==> src/rtl/dlf_pkg.sv <==
package dlf_pkg;

  // Loop phase: band search first, then proportional-integral tracking.
  typedef enum logic {
    PH_SEARCH = 1'b0,
    PH_RUN    = 1'b1
  } phase_e;

  // Encoding of the quantised phase error bit.
  localparam logic ERR_RAISE = 1'b1;

endpackage

==> src/rtl/dlf_pi_filter.sv <==
module dlf_pi_filter #(
  parameter int ACC_W   = 16,
  parameter int FINE_W  = 8,
  parameter int SHIFT_W = 4
) (
  input  logic               clk,
  input  logic               rst_n,
  input  logic               run_i,
  input  logic               err_up_i,
  input  logic [SHIFT_W-1:0] kp_sh_i,
  input  logic [SHIFT_W-1:0] ki_sh_i,
  output logic [FINE_W-1:0]  fine_o
);

  localparam int SUM_W = ACC_W + 2;
  localparam logic [ACC_W-1:0] ACC_MID = {1'b1, {(ACC_W-1){1'b0}}};
  localparam logic signed [SUM_W-1:0] ACC_MAX = $signed({2'b00, {ACC_W{1'b1}}});
  localparam logic [FINE_W-1:0] FINE_MID = ACC_MID[ACC_W-1 -: FINE_W];

  // Clamp a signed intermediate into the unsigned accumulator range.
  function automatic logic [ACC_W-1:0] clamp_acc(input logic signed [SUM_W-1:0] v);
    if (v < 0)            return '0;
    else if (v > ACC_MAX) return '1;
    else                  return v[ACC_W-1:0];
  endfunction

  // +/- 2^sh according to the error direction.
  function automatic logic signed [SUM_W-1:0] signed_step(input logic up,
                                                           input logic [SHIFT_W-1:0] sh);
    logic signed [SUM_W-1:0] mag;
    mag = $signed({{(SUM_W-1){1'b0}}, 1'b1} << sh);
    return (up == dlf_pkg::ERR_RAISE) ? mag : -mag;
  endfunction

  function automatic logic signed [SUM_W-1:0] widen(input logic [ACC_W-1:0] a);
    return $signed({2'b00, a});
  endfunction

  logic [ACC_W-1:0]  integ_q;
  logic [ACC_W-1:0]  integ_nx;
  logic [ACC_W-1:0]  sum_nx;
  logic [FINE_W-1:0] fine_q;

  always_comb begin
    integ_nx = clamp_acc(widen(integ_q) + signed_step(err_up_i, ki_sh_i));
    sum_nx   = clamp_acc(widen(integ_nx) + signed_step(err_up_i, kp_sh_i));
  end

  always_ff @(posedge clk) begin
    if (!rst_n) begin
      integ_q <= ACC_MID;
      fine_q  <= FINE_MID;
    end else if (run_i) begin
      integ_q <= integ_nx;
      fine_q  <= sum_nx[ACC_W-1 -: FINE_W];
    end
  end

  assign fine_o = fine_q;

endmodule

==> src/rtl/dlf_therm_enc.sv <==
module dlf_therm_enc #(
  parameter int FINE_W = 8
) (
  input  logic [FINE_W-1:0]       fine_i,
  output logic [(1<<FINE_W)-1:0]  therm_o
);

  localparam int LEVELS = 1 << FINE_W;

  for (genvar g = 0; g < LEVELS; g++) begin : g_line
    assign therm_o[g] = ({1'b0, fine_i} > (FINE_W+1)'(g));
  end

endmodule

==> src/rtl/dlf_band_search.sv <==
module dlf_band_search #(
  parameter int BAND_W  = 7,
  parameter int AVG_LEN = 16
) (
  input  logic              clk,
  input  logic              rst_n,
  input  logic              prog_en_i,
  input  logic [BAND_W-1:0] prog_band_i,
  input  logic              err_up_i,
  output logic [BAND_W-1:0] band_o,
  output logic              done_o,
  output logic              win_end_o
);

  import dlf_pkg::*;

  localparam int IDX_W = (BAND_W > 1) ? $clog2(BAND_W) : 1;
  localparam int CNT_W = $clog2(AVG_LEN + 1);
  localparam logic [BAND_W-1:0] BAND_START = {1'b1, {(BAND_W-1){1'b0}}};
  localparam logic [CNT_W-1:0]  CNT_LAST   = CNT_W'(AVG_LEN - 1);
  localparam logic [IDX_W-1:0]  IDX_TOP    = IDX_W'(BAND_W - 1);

  // Strict majority of "raise" decisions keeps the trial bit.
  function automatic logic window_keep(input logic [CNT_W-1:0] ups);
    return (int'(ups) * 2) > AVG_LEN;
  endfunction

  phase_e            phase_q;
  logic [BAND_W-1:0] band_q;
  logic [BAND_W-1:0] band_nx;
  logic [IDX_W-1:0]  idx_q;
  logic [CNT_W-1:0]  cnt_q;
  logic [CNT_W-1:0]  ups_q;
  logic [CNT_W-1:0]  ups_tot;
  logic              searching;
  logic              win_end;

  assign searching = (phase_q == PH_SEARCH);
  assign ups_tot   = ups_q + CNT_W'(err_up_i);
  assign win_end   = searching && (cnt_q == CNT_LAST);

  always_comb begin
    band_nx = band_q;
    if (!window_keep(ups_tot)) band_nx[idx_q] = 1'b0;
    if (idx_q != '0)           band_nx[idx_q - 1'b1] = 1'b1;
  end

  always_ff @(posedge clk) begin
    if (!rst_n) begin
      phase_q <= prog_en_i ? PH_RUN : PH_SEARCH;
      band_q  <= prog_en_i ? prog_band_i : BAND_START;
      idx_q   <= IDX_TOP;
      cnt_q   <= '0;
      ups_q   <= '0;
    end else if (searching) begin
      if (win_end) begin
        band_q <= band_nx;
        cnt_q  <= '0;
        ups_q  <= '0;
        idx_q  <= idx_q - 1'b1;
        if (idx_q == '0) phase_q <= PH_RUN;
      end else begin
        cnt_q <= cnt_q + 1'b1;
        ups_q <= ups_tot;
      end
    end
  end

  assign band_o    = band_q;
  assign done_o    = !searching;
  assign win_end_o = win_end;

endmodule

==> src/rtl/dpll_loop_core.sv <==
module dpll_loop_core #(
  parameter int FINE_W  = 8,
  parameter int ACC_W   = 16,
  parameter int BAND_W  = 7,
  parameter int SHIFT_W = 4,
  parameter int AVG_LEN = 16
) (
  input  logic                    clk,
  input  logic                    rst_n,
  input  logic                    err_up,
  input  logic [SHIFT_W-1:0]      kp_shift,
  input  logic [SHIFT_W-1:0]      ki_shift,
  input  logic                    band_prog_en,
  input  logic [BAND_W-1:0]       band_prog,
  output logic [FINE_W-1:0]       fine_word,
  output logic [(1<<FINE_W)-1:0]  fine_therm,
  output logic [BAND_W-1:0]       coarse_band,
  output logic                    search_done
);

  // Gains are captured only while the loop is held in reset.
  logic [SHIFT_W-1:0] kp_q;
  logic [SHIFT_W-1:0] ki_q;

  always_ff @(posedge clk) begin
    if (!rst_n) begin
      kp_q <= kp_shift;
      ki_q <= ki_shift;
    end
  end

  // Named internal events used by the checker.
  logic filt_run;
  logic win_end;

  dlf_band_search #(
    .BAND_W  (BAND_W),
    .AVG_LEN (AVG_LEN)
  ) search_i (
    .clk         (clk),
    .rst_n       (rst_n),
    .prog_en_i   (band_prog_en),
    .prog_band_i (band_prog),
    .err_up_i    (err_up),
    .band_o      (coarse_band),
    .done_o      (filt_run),
    .win_end_o   (win_end)
  );

  dlf_pi_filter #(
    .ACC_W   (ACC_W),
    .FINE_W  (FINE_W),
    .SHIFT_W (SHIFT_W)
  ) filter_i (
    .clk      (clk),
    .rst_n    (rst_n),
    .run_i    (filt_run),
    .err_up_i (err_up),
    .kp_sh_i  (kp_q),
    .ki_sh_i  (ki_q),
    .fine_o   (fine_word)
  );

  dlf_therm_enc #(
    .FINE_W (FINE_W)
  ) therm_i (
    .fine_i  (fine_word),
    .therm_o (fine_therm)
  );

  assign search_done = filt_run;

endmodule

==> config.mk <==
export PLATFORM = sky130hd
export DESIGN_NAME = dpll_loop_core
export DESIGN_NICKNAME = d
export VERILOG_FILES = /design/src/rtl/dlf_pkg.sv /design/src/rtl/dlf_pi_filter.sv /design/src/rtl/dlf_therm_enc.sv /design/src/rtl/dlf_band_search.sv /design/src/rtl/dpll_loop_core.sv
export SDC_FILE = /design/constraint.sdc
export NUM_CORES = 1
export LEC_CHECK = 0
export BUFFER_PORTS_ARGS = -buffer_cell sky130_fd_sc_hd__buf_2
export CORE_MARGIN = 5
export CORE_UTILIZATION = 50
export DETAILED_ROUTE_END_ITERATION = 16
export GPL_ROUTABILITY_DRIVEN = 1
export GPL_TIMING_DRIVEN = 0
export PLACE_DENSITY = 0.83
export SLEW_MARGIN = 15
export SYNTH_ARGS = -nofsm -noshare
export SYNTH_HDL_FRONTEND = slang
export SYNTH_SLANG_ARGS = --single-unit
==> constraint.sdc <==
create_clock -name clk -period 18.8 [get_ports clk]
set_input_delay 3.76 -clock clk [delete_from_list [all_inputs] [get_ports clk]]
set_output_delay 3.76 -clock clk [all_outputs]
set_load 0.005 [all_outputs]
**After elaboration in Yosys (flattened, before gate mapping)**

Cells that the tools add are included.

- $add $sub $neg: 7
- $lt $le $gt $ge: 264
- Equal/unequal tests: 3
- Shift operators: 2
- Mux-type cells: 23
- Bitwise operators: 4
- Reductions and logical operators: 7

Operators with widths:

| operator | count |
|---|---|
| > comparator 8 bit (second input constant) | 127 |
| > comparator 8 x 7 -> 1 bit (second input constant) | 64 |
| > comparator 8 x 6 -> 1 bit (second input constant) | 32 |
| > comparator 8 x 5 -> 1 bit (second input constant) | 16 |
| > comparator 8 x 4 -> 1 bit (second input constant) | 8 |
| 2-to-1 mux 16 bit | 4 |
| 2-to-1 mux 7 bit | 6 |
| adder 17 x 18 -> 18 bit | 2 |
| > comparator 18 x 17 -> 1 bit (second input constant) | 2 |
| < comparator 18 x 1 -> 1 bit (second input constant) | 2 |
| 2-to-1 mux 18 bit | 2 |
| negation 18 bit | 2 |
| left shift 1 x 4 -> 18 bit (first input constant) | 2 |
| > comparator 8 x 3 -> 1 bit (second input constant) | 4 |
| > comparator 8 x 1 -> 1 bit (second input constant) | 2 |
| > comparator 8 x 2 -> 1 bit (second input constant) | 2 |
| 2-to-1 mux 5 bit | 2 |
| < comparator 3 x 4 -> 1 bit (second input constant) | 2 |
| AND 7 bit | 1 |
| 2-to-1 mux 1 bit | 7 |
| NOT 7 bit | 1 |
| bitwise OR 7 bit | 1 |
| demux 1 bit (select 3 bit) | 2 |
| greater-or-equal comparator 3 x 1 -> 1 bit (second input constant) | 2 |
| other kinds (12) | 15 |

- Register bits: 53
- Bits of input ports: 19
- Output and inout port bits: 272
- Logic and storage cells: 319

**Longest topological paths before layout**

Gate-level depths: netlist of run 1.

- Depth after elaboration: 12
- Mapped depth: 32
- Mapped depth without buffers: 28

**Cells and area by module**

Synthesis of run 1 repeated with hierarchy kept, for this count alone.

- Cells, all modules: 1109
- Area, all modules: 7475.9 um^2

By module, submodules not included:

| module | instances | cells each | area an instance (um^2) | seq. area each (um^2) |
|---|---|---|---|---|
| dlf_pi_filter | 1 | 486 | 3398.3 | 480.5 |
| dlf_therm_enc | 1 | 482 | 2570.0 | 0.0 |
| dlf_band_search | 1 | 132 | 1263.7 | 490.5 |
| dpll_loop_core | 1 | 9 | 244.0 | 240.2 |

**Least setup slack after synthesis of run 1**

Ideal clock, no wire load.

- Path kind: input-to-reg
- From: input port err_up
- To: register filter_i.fine_q[7], in the netlist filter_i.fine_o[7]
- Library setup time: 93 ps
- Arrival time: 9017 ps
- Required time: 18707 ps
- Slack: 9690 ps
- Cell stages on the path: 25
- Buffers on the path: 5
- Cell sequence: buf_2 > clkbuf_1 > buf_1 > clkbuf_1 > a21oi_1 > ha_1 > and3_1 > and3_1 > o21a_1 > o21ai_0 > nand2_1 > xnor2_1 > clkbuf_1 > o21a_1 > ha_1 > and3_1 > a211oi_1 > o21ai_0 > or3_1 > nor3_2 > nor3_2 > a221o_2 > xor2_4 > nor2_2 > o311ai_2

- Longest elaborated chain between the ends: 9
- Elaborated cells on any way between the ends: 12
- Classes of those cells: add/sub (2); order compare (4); mux (6)

RTL lines:

| item | RTL line | source |
|---|---|---|
| from (decl) | dpll_loop_core.sv:10 | `input logic err_up,` |
| 2-to-1 mux 18 bit (*) | dlf_pi_filter.sv:32 | `return (up == dlf_pkg::ERR_RAISE) ? mag : -mag;` |
| adder 17 x 18 -> 18 bit (*) | dlf_pi_filter.sv:45 | `integ_nx = clamp_acc(widen(integ_q) + signed_step(err_up_i, ki_sh_i));` |
| > comparator 18 x 17 -> 1 bit | dlf_pi_filter.sv:23 | `else if (v > ACC_MAX) return '1;` |
| 2-to-1 mux 16 bit | dlf_pi_filter.sv:23 |  |
| 2-to-1 mux 16 bit (*) | dlf_pi_filter.sv:22 | `if (v < 0) return '0;` |
| named net filter_i.integ_nx[8] | dlf_pi_filter.sv:40 | `logic [ACC_W-1:0] integ_nx;` |
| adder 17 x 18 -> 18 bit (*) | dlf_pi_filter.sv:46 | `sum_nx = clamp_acc(widen(integ_nx) + signed_step(err_up_i, kp_sh_i));` |
| > comparator 18 x 17 -> 1 bit | dlf_pi_filter.sv:23 |  |
| 2-to-1 mux 16 bit | dlf_pi_filter.sv:23 |  |
| 2-to-1 mux 16 bit (*) | dlf_pi_filter.sv:22 |  |
| to (signal assigned) | dlf_pi_filter.sv:55 | `fine_q <= sum_nx[ACC_W-1 -: FINE_W];` |
| to (decl) | dlf_pi_filter.sv:42 | `logic [FINE_W-1:0] fine_q;` |

The timed path passes the listed nets; every way through them passes the cells marked *.
A chain may end at the register's enable or synchronous reset.

**Worst setup path after layout of run 1**

Same ends and word-level chain as after synthesis.

==> results of run 1 <==
-- cell usage after synthesis (4+ instances only) --
master,instances
o21a_1,30
a21o_1,26
xnor2_1,19
clkbuf_1,87
o31ai_1,7
or2_2,6
a31oi_1,14
and3_1,8
inv_1,31
ha_1,39
edfxtp_1,15
nand4_1,4
a21oi_1,91
buf_1,7
o211ai_1,7
o21ai_0,143
nor2_1,119
mux2i_1,16
nand3_1,12
o21ai_1,8
or3_1,6
o21bai_1,22
xor2_1,12
nand2_1,118
dfxtp_1,38
o31a_1,4
a22o_1,6
a221oi_1,4
nor3_1,19
a211oi_1,6
nor2b_1,12
nor3b_1,5
a21boi_0,13
nand2b_1,14
and2_1,5
-- logic make-up (layout without fill, tap and decap cells) --
group           after synthesis  in the layout  share of synthesized area, %
compound gates              408            408                          37.0
simple gates                346            346                          23.4
buf+inv                     129            426                          7.18
flops                        53             53                          17.7
fa+ha+maj                    41             41                          7.73
xor+xnor                     32             32                          4.38
mux                          17             17                          2.55
other cells                   1              1                        0.0549
-- cell type report --
| class | instances | area (µm²) | share of cell area [%] |
|---|---|---|---|
| buffer | 97 | 370 | 4.28 |
| clock buffer | 6 | 139 | 1.60 |
| clock inverter | 2 | 16.3 | 0.188 |
| inverter | 32 | 120 | 1.39 |
| multi-input combinational | 845 | 5130 | 59.3 |
| sequential | 53 | 1210 | 14.0 |
| tap | 176 | 220 | 2.54 |
| timing repair buffer | 289 | 1450 | 16.7 |
-- sequential cells by signal, indices dropped and copies added (netlist names) --
signal,cells
ki_q,4
search_i.ups_q,5
search_i.idx_q,3
search_i.done_o,1
filter_i.integ_q,16
filter_i.fine_o,8
search_i.band_o,7
kp_q,4
search_i.cnt_q,5
-- critical path, cell delays in order --
cell and delay, ps:
buf_2 90, buf_2 260, clkbuf_1 480, buf_1 430, clkbuf_1 430, a21oi_1 190
ha_1 380, and3_1 200, and3_1 170, o21a_1 210, o21ai_0 170, nand2_1 80
xnor2_1 480, clkbuf_1 470, o21a_1 240, ha_1 290, and3_1 240, a211oi_1 220
o21ai_0 150, or3_1 380, nor3_2 130, nor3_2 90, a221o_2 440, xor2_4 270
nor2_2 80, o311ai_2 240
-- power breakdown --
group / total [mW] / internal [mW] / switching (mW) / leakage (nW)
Combinational: 0.469 / 0.169 / 0.300 / 3.47
Clock: 0.0974 / 0.0536 / 0.0438 / 0.0735
Sequential: 0.138 / 0.128 / 0.00971 / 0.458
Total: 0.704 / 0.351 / 0.354 / 4.00
-- final timing paths --
kind	start	to	slack (ps)	cells past startpoint
setup / recovery	err_up	filter_i.fine_o[7]	8390	26
hold / removal	search_i.ups_q[0]	search_i.ups_q[0]	500	2
setup reg to reg	ki_q[2]	filter_i.fine_o[7]	10950	31
hold reg to reg	search_i.ups_q[0]	search_i.ups_q[0]	500	2
-- metrics by stage --
step                utilization [%]  total power [mW]
finish                         65.1             0.704
global route                   65.1             0.744
CTS                            65.1             0.692
detailed placement             63.9             0.592
global placement               63.9             0.589
floorplan                         -             0.402
-- per-layer routing --
metal	global-route usage, %	part of all wire, %
met5	0	0
met4	13.3	4.0
met3	6.89	11
met2	61.1	47
met1	47.0	38
==> reports/qor.yml, run 1 <==
sta:
  slew_headroom_pct: 34.7
  fin_crit_sh_pct: 55.4
  setup_viol: 0
  drv_slew: 0
  final_hold_viol_count: 0
  clock_skew_ps: 9.83
  setup-tns-final_ps: 0
  post-route-min-period_ps: 10410
  grt_setup_unrepaired: "false"
  worst_pin_slew_ps: 979
  setup_ws_ps: 8390
  hold_ws_ps: 499
  fmax_ghz: 0.0960
clocking:
  tritoncts: "built"
  cts-buffers-inserted: 5
  clkLatencyLatePin_ps: 300
  hold_buffers: 0
  cts_setup_buffers: 0
  cts_resized: 0
  cts_sinks: 53
  cts_max_level: 2
  path_clk_slew_ps: 70
  clockBufferDepth: 2
  root_buffer: "clkbuf_16"
logic_synthesis:
  ys_types: 77
  synth_nets: 1087
  ys.flop_type: "dfxtp_1"
  yosys_warnings: 0
  avgSynthCellArea_um2: 6.65
  synth_area_mm2: 0.00683
  yosys_register_bits: 53
  synth_top_area_share_pct: 11.1
  async_flop_share_pct: 0
  yosys.area.top_type: "dfxtp_1"
  synth_enable_flop_cells: 15
  synth.area.top_cells: "dfxtp_1 (11%), o21ai_0 (10%), ha_1 (7.1%)"
  yosysSeqAreaShare_pct: 17.7
  syn-instance-count: 1027
finish:
  fin_cells: 1500
  layout-drive-gt1-share_pct: 24.5
  nFillCells: 1286
  diodes: 0
  stdcell_area_mm2: 0.00865
  area_delta_synth_final_pct: 26.7
  layout_commonest_cell: "buf_2"
  final_cell_mix: "buf_2 (291), o21ai_0 (142), nor2_1 (119), nand2_1 (118), a21oi_1 (91)"
  fin_nets: 1383
die:
  die_y_um: 127
  die-width_um: 127
  design.die.area_mm2: 0.0161
  placeableCoreArea_mm2: 0.0133
  ios: 291
  initial_core_util_pct: 51.4
  rows: 42
detailed_routing:
  wl_per_cell_um: 21.2
  wl_um: 31800
  antenna_left: 0
  drc: 0
  first_pass_iters: 7
  vias_per_cell: 6.11
  drt-initial-drc-count: 1080
  vias: 9167
pwr:
  ir_drop_v: 0.0000477
  powerDensity_mw_per_mm2: 81.4
  leakage_nw: 4.00
global_routing:
  antenna_found_initial: 0
  grt_max_degree: 18
  grt_first_pass_wirelength_um: 47100
  overflow: 0
  first_global_vias: 8232
  grt_util_all_layers_pct: 36.6
run_status:
  run_status: "completed"
worst_setup_path:
  critPathLaunchType: "primary input"
  critPathMaxFanout: 10
  crit_required_ps: 19000
  worstSetupPathType: "in2reg"
  critical_path_arrival_ps: 10620
  worstSetupEndpointType: "flip-flop"
place:
  post-place-cells: 1492
  placed_cell_area_mm2: 0.00850
  post-place-ws_ps: 8200
  dp_hpwl_um: 25500
  gp_congestion: 1.04
  portBuffers: 289
run:
  drv_cap: 0
worst_hold_path:
  hold_class: "reg2reg"
(Power assumes the default switching activity.)
==> inputs of run 2 (changes only) <==
ABC_AREA = 1   (was unset)
CORE_UTILIZATION = 49   (was 50)
clock period = 10 ns   (was 18.8 ns; I/O delays follow)
==> run 2 against run 1 <==
Non-clock buffer count fell by 29. Clock skew fell by 2.0 ps. Count of clock-buffer cells in the layout fell by 1. Area after synthesis fell by 4.9%. Via count fell by 1.5%.
==> reports/qor.yml, run 2 <==
die:
  ios: 291  # unchanged
  rows: 42  # unchanged
  design.die.area_mm2: 0.0157  # -2.8%
  placeableCoreArea_mm2: 0.0131  # -1.2%
  die_y_um: 125  # -1.4%
  initial_core_util_pct: 49.4  # -2.0 points
  die-width_um: 125  # -1.4%
sta:
  fmax_ghz: 0.147
  setup_ws_ps: 3180  # -5210 ps
  setup_viol: 0  # unchanged
  final_hold_viol_count: 0  # unchanged
  grt_setup_unrepaired: "false"
  setup-tns-final_ps: 0  # unchanged
  fin_crit_sh_pct: 68.2
  post-route-min-period_ps: 6820
  slew_headroom_pct: 24.1  # -11 points
  clock_skew_ps: 7.87  # -1.96 ps
  worst_pin_slew_ps: 1140  # +159 ps
  drv_slew: 0  # unchanged
worst_setup_path:
  crit_slowest_cell: "fa_1"
  r2r-end: "filter_i.fine_o[2]"
  worstSetupStartpoint: "err_up"
  critPathMaxFanout: 10  # unchanged
  reg2reg_setup_slack_ps: 4430  # -6520 ps
  rr_startpoint: "ki_q[2]"
  worstSetupPathType: "in2reg"
  critPathMostFrequentCell: "nand2_1"
  critPathLaunchType: "primary input"
  critical_path.endpoint: "filter_i.fine_o[2]"
  max_stage_delay_ps: 480  # about the same
  worstSetupEndpointType: "flip-flop"
  crit_required_ps: 10130  # -8870 ps
  critical_path_arrival_ps: 6960  # -3660 ps
  r2r_cells: 38  # +23%
finish:
  fin_nets: 1466  # +6.0%
  layout_commonest_cell: "buf_2"
  layout-drive-gt1-share_pct: 24.0  # -0.60 points
  area_delta_synth_final_pct: 27.9
  largest_reg_flops: 16  # unchanged
  nFillCells: 1345  # +4.6%
  diodes: 0  # unchanged
  final_cell_mix: "buf_2 (293), nand2_1 (224), o21ai_0 (216), inv_1 (144), a21oi_1 (104)"
  top_register: "filter_i.integ_q"
logic_synthesis:
  netlist_top_cells_count: "nand2_1 (224), o21ai_0 (216), inv_1 (144)"
  yosys.area.top_type: "o21ai_0"
  yosys_warnings: 0  # unchanged
  avgSynthCellArea_um2: 5.85  # -12%
  syn-instance-count: 1110  # +8.1%
  synth_top_area_share_pct: 16.6  # +5.5 points
  async_flop_share_pct: 0  # unchanged
  ys.flop_type: "dfxtp_1"
  yosysSeqAreaShare_pct: 18.7  # +0.92 points
  ys_types: 49  # -36%
  synth_nets: 1170  # +7.6%
  synth_area_mm2: 0.00649  # -4.9%
  synth_enable_flop_cells: 15  # unchanged
  yosysMostFrequentCell: "nand2_1"
  yosys_register_bits: 53  # unchanged
  synth.area.top_cells: "o21ai_0 (17%), nand2_1 (13%), dfxtp_1 (12%)"
clocking:
  clkLatencyLatePin_ps: 290  # about the same
  cts_setup_buffers: 0  # unchanged
  cts_sinks: 53  # unchanged
  clockBufferDepth: 2  # unchanged
  cts-buffers-inserted: 5  # unchanged
  hold_buffers: 0  # unchanged
  cts_resized: 0  # unchanged
  cts_max_level: 2  # unchanged
  tritoncts: "built"
  path_clk_slew_ps: 70  # about the same
  root_buffer: "clkbuf_16"
detailed_routing:
  wl_um: 30400  # -4.6%
  drc: 0  # unchanged
  vias_per_cell: 5.70  # -6.7%
  vias: 9028  # -1.5%
  first_pass_iters: 6  # -1
  wl_per_cell_um: 19.2  # -9.6%
  drt-initial-drc-count: 1354  # +25%
  antenna_left: 0  # unchanged
global_routing:
  overflow: 0  # unchanged
  antenna_found_initial: 4  # +4
  grt_first_pass_wirelength_um: 44800  # -4.9%
  first_global_vias: 7903  # -4.0%
  grt_util_all_layers_pct: 35.7  # -0.87 points
  grt_max_degree: 18  # unchanged
pwr:
  ir_drop_v: 0.000105  # +120%
  powerDensity_mw_per_mm2: 121  # +49%
  leakage_nw: 4.39  # +9.8%
  design_power_total_mw: 1.01  # +43%
worst_hold_path:
  hold_class: "reg2reg"
place:
  dp_hpwl_um: 24500  # -4.0%
  portBuffers: 289  # unchanged
  post-place-ws_ps: 2990  # -5210 ps
  gp_congestion: 1.00  # -3.6%
run_status:
  run_status: "completed"
run:
  drv_cap: 0  # unchanged
-- run 2: stage by stage --
stage	hold WS, ps	instances	area [µm²]	utilization [%]
2_1_floorplan	433	1110	6490	-
3_5_place_dp	448	1575	8160	62.1
4_1_cts	461	1583	8310	63.2
3_3_place_gp	439	1575	8160	62.1
5_1_grt	470	1583	8310	63.2
6_report	461	1583	8310	63.2
-- run 2: routing by layer --
| layer | share of wire, % | vias to the layer above | GRT usage (%) |
|---|---|---|---|
| li1 | - | 4252 | - |
| met5 | 0 | - | 0 |
| met2 | 42 | 659 | 53.9 |
| met1 | 40 | 4027 | 49.8 |
| met4 | 3.0 | 0 | 7.33 |
| met3 | 15 | 90 | 12.1 |
-- run 2: final cells by class --
cell class	count	area [µm²]	area share [%]
clock buffers	5	125	1.51
repair buffers	289	1450	17.4
inverters	155	589	7.10
well taps	176	220	2.65
plain buffers	68	272	3.27
flip-flops and latches	53	1210	14.6
multi-input cells	834	4420	53.2
clock inverters	3	20.0	0.241
-- run 2: cell families (layout without fill, tap and decap cells) --
logic type / count (synthesis) / count (layout) / share of synthesized area [%]
buf+inv: 223 / 520 / 13.3
xor+xnor: 34 / 34 / 4.59
simple gates: 391 / 391 / 25.1
other cells: 1 / 1 / 0.0577
flops: 53 / 53 / 18.7
fa+ha+maj: 41 / 41 / 8.13
compound gates: 367 / 367 / 30.2
-- run 2: critical path, delay by kind of cell --
kind	cells	cell delay (ps)
AO/OA/AOI/OAI	6	1280
buffers and inverters	8	1510
AND/OR/NAND/NOR	15	1310
adder cells (fa/ha/maj)	2	840
-- run 2: report_power, final --
part	internal [mW]	leakage (nW)	switching [mW]
sequential	0.237	0.460	0.0162
clock	0.0937	0.0745	0.0835
combinational	0.197	3.86	0.379
total	0.528	4.39	0.479
-- run 2: worst min-delay path by stage --
stage | start | end | slack (ps) | cells after the start
floorplan | search_i.cnt_q[4] | search_i.cnt_q[4] | 430 | 2
global placement | search_i.cnt_q[4] | search_i.cnt_q[4] | 440 | 2
detailed placement | search_i.cnt_q[4] | search_i.cnt_q[4] | 450 | 2
CTS | search_i.cnt_q[4] | search_i.cnt_q[4] | 460 | 2
global route | search_i.cnt_q[4] | search_i.cnt_q[4] | 470 | 2
finish | search_i.cnt_q[4] | search_i.cnt_q[4] | 460 | 2
